==> src/rtl/ctr_pkg.sv <==
package ctr_pkg;
  typedef enum logic {DIR_UP = 1'b0, DIR_DOWN = 1'b1} dir_e;
endpackage

==> src/rtl/ctr_core.sv <==
module ctr_core
  import ctr_pkg::*;
#(
  parameter int CNT_W = 12
) (
  input  logic             clk,
  input  logic             rst_n,
  input  logic             enable,
  input  logic             center_mode,
  input  logic [CNT_W-1:0] modulus,
  output logic [CNT_W-1:0] cnt,
  output logic [CNT_W-1:0] mod_eff,
  output logic             dir_down,
  output logic             wrap_evt,
  output logic             reload
);
  localparam logic [CNT_W-1:0] MIN_MOD = CNT_W'(2);
  localparam logic [CNT_W-1:0] ONE     = CNT_W'(1);

  function automatic logic [CNT_W-1:0] clamp_mod(input logic [CNT_W-1:0] m);
    return (m < MIN_MOD) ? MIN_MOD : m;
  endfunction

  dir_e             dir_q, dir_d;
  logic [CNT_W-1:0] cnt_q, cnt_d;
  logic             at_top, at_bottom;

  assign mod_eff   = clamp_mod(modulus);
  assign at_top    = (cnt_q >= mod_eff);
  assign at_bottom = (cnt_q <= ONE);

  always_comb begin
    cnt_d    = cnt_q;
    dir_d    = dir_q;
    wrap_evt = 1'b0;
    if (!enable) begin
      cnt_d = '0;
      dir_d = DIR_UP;
    end else if (!center_mode) begin
      if (at_top) begin
        cnt_d    = ONE;
        wrap_evt = 1'b1;
      end else begin
        cnt_d = cnt_q + ONE;
      end
    end else if (dir_q == DIR_UP) begin
      if (at_top) begin
        cnt_d = cnt_q - ONE;
        dir_d = DIR_DOWN;
      end else begin
        cnt_d = cnt_q + ONE;
      end
    end else begin
      if (at_bottom) begin
        cnt_d    = cnt_q + ONE;
        dir_d    = DIR_UP;
        wrap_evt = 1'b1;
      end else begin
        cnt_d = cnt_q - ONE;
      end
    end
  end

  always_ff @(posedge clk or negedge rst_n) begin
    if (!rst_n) begin
      cnt_q  <= '0;
      dir_q  <= DIR_UP;
      reload <= 1'b0;
    end else begin
      cnt_q  <= cnt_d;
      dir_q  <= dir_d;
      reload <= wrap_evt;
    end
  end

  assign cnt      = cnt_q;
  assign dir_down = (dir_q == DIR_DOWN);
endmodule

==> src/rtl/ctr_rd_latch.sv <==
module ctr_rd_latch #(
  parameter int CNT_W  = 12,
  parameter int BYTE_W = 8
) (
  input  logic              clk,
  input  logic              rst_n,
  input  logic [CNT_W-1:0]  cnt,
  input  logic              rd_hi,
  input  logic              rd_lo,
  output logic [BYTE_W-1:0] hi_data,
  output logic [BYTE_W-1:0] lo_data,
  output logic              lo_frozen
);
  localparam int HI_W  = CNT_W - BYTE_W;
  localparam int PAD_W = BYTE_W - HI_W;

  logic [BYTE_W-1:0] lo_live;
  logic [BYTE_W-1:0] lo_cap_q;
  logic              held_q;

  assign lo_live = cnt[BYTE_W-1:0];
  assign hi_data = {{PAD_W{1'b0}}, cnt[CNT_W-1:BYTE_W]};

  always_ff @(posedge clk or negedge rst_n) begin
    if (!rst_n) begin
      lo_cap_q <= '0;
      held_q   <= 1'b0;
    end else if (rd_hi) begin
      lo_cap_q <= lo_live;
      held_q   <= 1'b1;
    end else if (rd_lo) begin
      held_q   <= 1'b0;
    end
  end

  assign lo_data   = held_q ? lo_cap_q : lo_live;
  assign lo_frozen = held_q;
endmodule

==> src/rtl/pwm_updown_timebase.sv <==
module pwm_updown_timebase #(
  parameter int CNT_W  = 12,
  parameter int BYTE_W = 8
) (
  input  logic              clk,
  input  logic              rst_n,
  input  logic              enable,
  input  logic              center_mode,
  input  logic [CNT_W-1:0]  modulus,
  input  logic              rd_hi,
  input  logic              rd_lo,
  output logic [BYTE_W-1:0] rd_hi_data,
  output logic [BYTE_W-1:0] rd_lo_data,
  output logic [CNT_W-1:0]  cnt_o,
  output logic              reload
);
  logic [CNT_W-1:0] mod_eff;
  logic             dir_down;
  logic             wrap_evt;
  logic             lo_frozen;

  ctr_core #(.CNT_W(CNT_W)) u_core (
    .clk         (clk),
    .rst_n       (rst_n),
    .enable      (enable),
    .center_mode (center_mode),
    .modulus     (modulus),
    .cnt         (cnt_o),
    .mod_eff     (mod_eff),
    .dir_down    (dir_down),
    .wrap_evt    (wrap_evt),
    .reload      (reload)
  );

  ctr_rd_latch #(.CNT_W(CNT_W), .BYTE_W(BYTE_W)) u_rd (
    .clk       (clk),
    .rst_n     (rst_n),
    .cnt       (cnt_o),
    .rd_hi     (rd_hi),
    .rd_lo     (rd_lo),
    .hi_data   (rd_hi_data),
    .lo_data   (rd_lo_data),
    .lo_frozen (lo_frozen)
  );
endmodule

==> config.mk <==
export PLATFORM = sky130hd
export DESIGN_NAME = pwm_updown_timebase
export DESIGN_NICKNAME = d
export VERILOG_FILES = /design/src/rtl/ctr_pkg.sv /design/src/rtl/ctr_core.sv /design/src/rtl/ctr_rd_latch.sv /design/src/rtl/pwm_updown_timebase.sv
export SDC_FILE = /design/constraint.sdc
export NUM_CORES = 1
export LEC_CHECK = 0
export BUFFER_PORTS_ARGS = -buffer_cell sky130_fd_sc_hd__clkbuf_2
export CELL_PAD_IN_SITES_DETAIL_PLACEMENT = 1
export CELL_PAD_IN_SITES_GLOBAL_PLACEMENT = 1
export CORE_MARGIN = 3
export CORE_UTILIZATION = 44
export DETAILED_ROUTE_END_ITERATION = 7
export GPL_TIMING_DRIVEN = 0
export PLACE_DENSITY_LB_ADDON = 0.1
export SLEW_MARGIN = 25
export SYNTH_ARGS = -nofsm -noshare
export SYNTH_HDL_FRONTEND = slang
export SYNTH_HIERARCHICAL = 1
export SYNTH_SLANG_ARGS = --single-unit
==> constraint.sdc <==
create_clock -name clk -period 4.07 [get_ports clk]
set_input_delay 0.814 -clock clk [delete_from_list [all_inputs] [get_ports clk]]
set_output_delay 0.814 -clock clk [all_outputs]
set_load 0.01 [all_outputs]
Word-level counts from Yosys, hierarchy flattened
Index checks and enable logic that the tools add are counted.

$add $sub $neg: 2. Magnitude comparators: 3. Eq/ne operators: 1. Mux-type cells: 19. Reduce and logical (&&, ||, !) cells: 1.

Operator list (count): two-way mux 12 bit (7); adder 12 x 1 -> 12 bit, second input constant (1); >= comparator 12 bit (1); <= comparator 12 x 1 -> 1 bit, second input constant (1); less-than comparator 12 x 2 -> 1 bit, second input constant (1); subtractor 12 x 1 -> 12 bit, second input constant (1); two-way mux 1 bit (11); two-way mux 8 bit (1); != test 2 x 1 -> 1 bit, second input constant (1); nonzero test 2 bit (1).

Flip-flop bits (word level): 23. Output and inout port bits: 29.

Longest topological paths before layout
Word-level depth: 7. Gate-level depth with buffers: 12. Mapped depth without buffers: 11.

By module
The synthesis kept the hierarchy.

Modules (own cells, without submodules): ctr_core (times used 1, cells an instance 204, area each 1567.8 sq um); ctr_rd_latch (times used 1, cells an instance 38, area each 564.3 sq um).

Worst setup path before layout
OpenSTA, ideal clock, no wires.

Path kind: input to register. Start: in modulus[3]. End: reg u_core.cnt_q[6], in the netlist u_core/cnt[6]. Setup time: 126 ps. Arrival: 3140 ps. Setup slack: 804 ps. Stages: 11. Cell sequence: nor4_1 > nand3_1 > and2_1 > ha_1 > nand2b_4 > a2111oi_4 > o31ai_2 > a211o_2 > and2_4 > and3_1 > o32a_1.

Longest elaborated chain between the ends: 7. Elaborated cells on any way between the ends: 8.

Ends and longest elaborated chain: start, declared (RTL line pwm_updown_timebase.sv:9) `input logic [CNT_W-1:0] modulus,`; less-than comparator 12 x 2 -> 1 bit (*) (RTL line ctr_core.sv:21) `return (m < MIN_MOD) ? MIN_MOD : m;`; two-way mux 12 bit (*) (RTL line ctr_core.sv:21); net mod_eff[0] (RTL line pwm_updown_timebase.sv:17) `logic [CNT_W-1:0] mod_eff;`; >= comparator 12 bit (*) (RTL line ctr_core.sv:29) `assign at_top = (cnt_q >= mod_eff);`; two-way mux 12 bit (RTL line ctr_core.sv:47) `if (at_top) begin`; two-way mux 12 bit (RTL line ctr_core.sv:46) `end else if (dir_q == DIR_UP) begin`; two-way mux 12 bit (*) (RTL line ctr_core.sv:39) `end else if (!center_mode) begin`; two-way mux 12 bit (*) (RTL line ctr_core.sv:36) `if (!enable) begin`; net u_core.cnt_d[6] (RTL line ctr_core.sv:25) `logic [CNT_W-1:0] cnt_q, cnt_d;`; end signal, assigned (RTL line ctr_core.sv:70) `cnt_q <= cnt_d;`; end, declared (RTL line ctr_core.sv:25).

Mark *: on every way through the listed nets, which the timed path passes. The rest lies on a longest branch. A chain may end at the register's enable or synchronous reset.

Final worst setup path
Start: in modulus[3]. End: reg u_core.cnt_q[10], in the netlist u_core/cnt[10].

Same word-level chain as after synthesis.

==> qor.yml <==
routedWlPerCell_um: 18.4
slowest_delay_ns: 0.38
drt_iter0_drc: 74
clock_latency_ns: 0.27
power_frac_seq_pct: 28.7
cts_sinks: 23
gp_congestion: 0.831
relSlewSlack_pct: 57.0
port_buffers: 41
required_ns: 4.27
crit_path_top_delay_cell: "o41ai_1"
nNetsFinal: 314
final_common_cell: "clkbuf_2"
syn_inst: 232
syn_area_um2: 2090
most-common-layout-cells: "41 x clkbuf_2, 23 x dfrtp_1, 22 x inv_1"
hold_ws_ns: 0.525
rows: 24
cts_tree: "done"
intPower_mw: 0.753
powerDensity_nw_per_um2: 583
critPathLaunchType: "input pin"
cp_max_fo: 4
grt_pass1_wl_um: 9670
worst_pin_slew_ns: 0.645
final_core_util_pct: 54.1
status: "finished, final reports clean"
start_util_pct: 46.8
period_minus_slack_ns: 3.36
r2r-end: "u_core/cnt[10]"
setup_ws_ns: 0.707
r2r-start: "u_core/cnt[0]"
die_area_um2: 5620
drc: 0
grt_remaining_overflow: 0
arrival_ns: 3.57
cts_hold_buf: 0
drive_gt1_share_pct: 32.1
antenna_found_initial: 0
hold_depth: 1
max-vdd-ir-drop_mv: 0.299
power_mw: 1.41
hold_end: "u_rd/lo_cap_q[0]"
dp.final_hpwl_um: 4680
reg2reg_setup_slack_ns: 1.24
yosysWarnings: 6
clock_tree.buffer_depth: 2
cts_max_level: 1
skew_ns: 0.0106
pwr-share-clk_pct: 10.8
ant_nets: 0
syn_avg_cell_area_um2: 9.03
min_period_over_period_pct: 82.6
wl_met3_um: 296
grt_max_degree: 24
end_kind: "flip-flop"
p_comb_share_pct: 60.5
numCtsBuffers: 3
syn_to_final_growth_pct: 15.7
power.switching_mw: 0.659
rsz0062_at_grt: "false"
maxUsedRoutingLayer: "met4"
grtUsageTotal_pct: 22.6
via_per_inst: 5.80
hold_violations: 0
totalNegativeSetupSlack_ns: 0
post_cts_buffers: 0
wl_met1_um: 2780
maxSlewViolCount: 0
die_h_um: 75.0
routed-via-count: 1926
clock.fmax_mhz: 297
finalWirelength_um: 6120
hp-class: "flip-flop to flip-flop"
die_x_um: 75.0
crit_type: "input pin to flip-flop"
pin_count: 47
path_clk_slew_ns: 0.10
crit_chain: "clkbuf_2, nor4_1, nand3_1, and2_1, ha_1, nand2b_4, a2111oi_4, o31ai_2, a21oi_1, nor2_1, o41ai_1, o211a_1"
dr_wl_met2_um: 3020
first_pass_iters: 4
grt_pass1_vias: 1980
rr_worst_depth: 9
nFillCells: 561
p_sw_share_pct: 46.7
post-place-ws_ns: 0.427
core_um2: 4470
finalSetupViolCount: 0
root_buffer: "clkbuf_8"
max_cap_violations: 0
hp-start: "u_rd/lo_cap_q[0]"
cts_resized: 0
diodes: 0
power.leakage_nw: 1.27
-- through the flow --
step,area [µm²],cells
floorplan,2110,235
global placement,2380,328
detailed placement,2380,328
CTS,2420,332
global route,2420,332
finish,2420,332
-- power groups by stage --
stage	clock network, mW	logic, mW	registers, mW
after CTS	0.156	0.855	0.407
after detailed placement	0	0.848	0.412
after global placement	0	0.820	0.407
final	0.153	0.853	0.405
after floorplan	0	0.601	0.388
after global routing	0.166	0.946	0.420
-- worst max-delay path, delay by kind of cell --
family / cells / cell delay (ns)
simple gates: 5 / 0.92
fa+ha+maj: 1 / 0.29
compound gates: 5 / 1.45
buf+inv: 1 / 0.09
-- how the worst max path moves through the flow --
stage                           from  depth (start not counted)        endpoint  slack [ns]
after floorplan           modulus[3]                         11   u_core/cnt[6]        0.80
after global placement    modulus[3]                         12  u_core/cnt[10]        0.48
after detailed placement  modulus[3]                         12  u_core/cnt[10]        0.43
after CTS                 modulus[3]                         12  u_core/cnt[10]        0.71
after global routing      modulus[3]                         12  u_core/cnt[10]        0.46
final                     modulus[3]                         12  u_core/cnt[10]        0.71
-- flip-flops by register name, summed over array words and instances (netlist names) --
name             cells
u_core/cnt          12
u_core/reload        1
u_rd/lo_cap_q        8
u_rd/lo_frozen       1
u_core/dir_down      1
-- final cells by class --
type / count / area [µm²] / area share [%]
Timing Repair Buffer: 41 / 205 / 8.47
Multi-Input combinational cell: 169 / 1300 / 53.8
Clock inverter: 1 / 5.00 / 0.207
Buffer: 21 / 144 / 5.94
Inverter: 22 / 82.6 / 3.41
Tap cell: 52 / 65.1 / 2.69
Clock buffer: 3 / 41.3 / 1.70
Sequential cell: 23 / 576 / 23.8
-- layer usage --
layer  global-route usage [%]  vias to the layer above
li1                         -                      921
met1                     31.5                      953
met2                     38.7                       50
met3                     2.00                        2
met4                     3.75                        0
met5                        0                        -
Power figures use the tool's default switching activity.
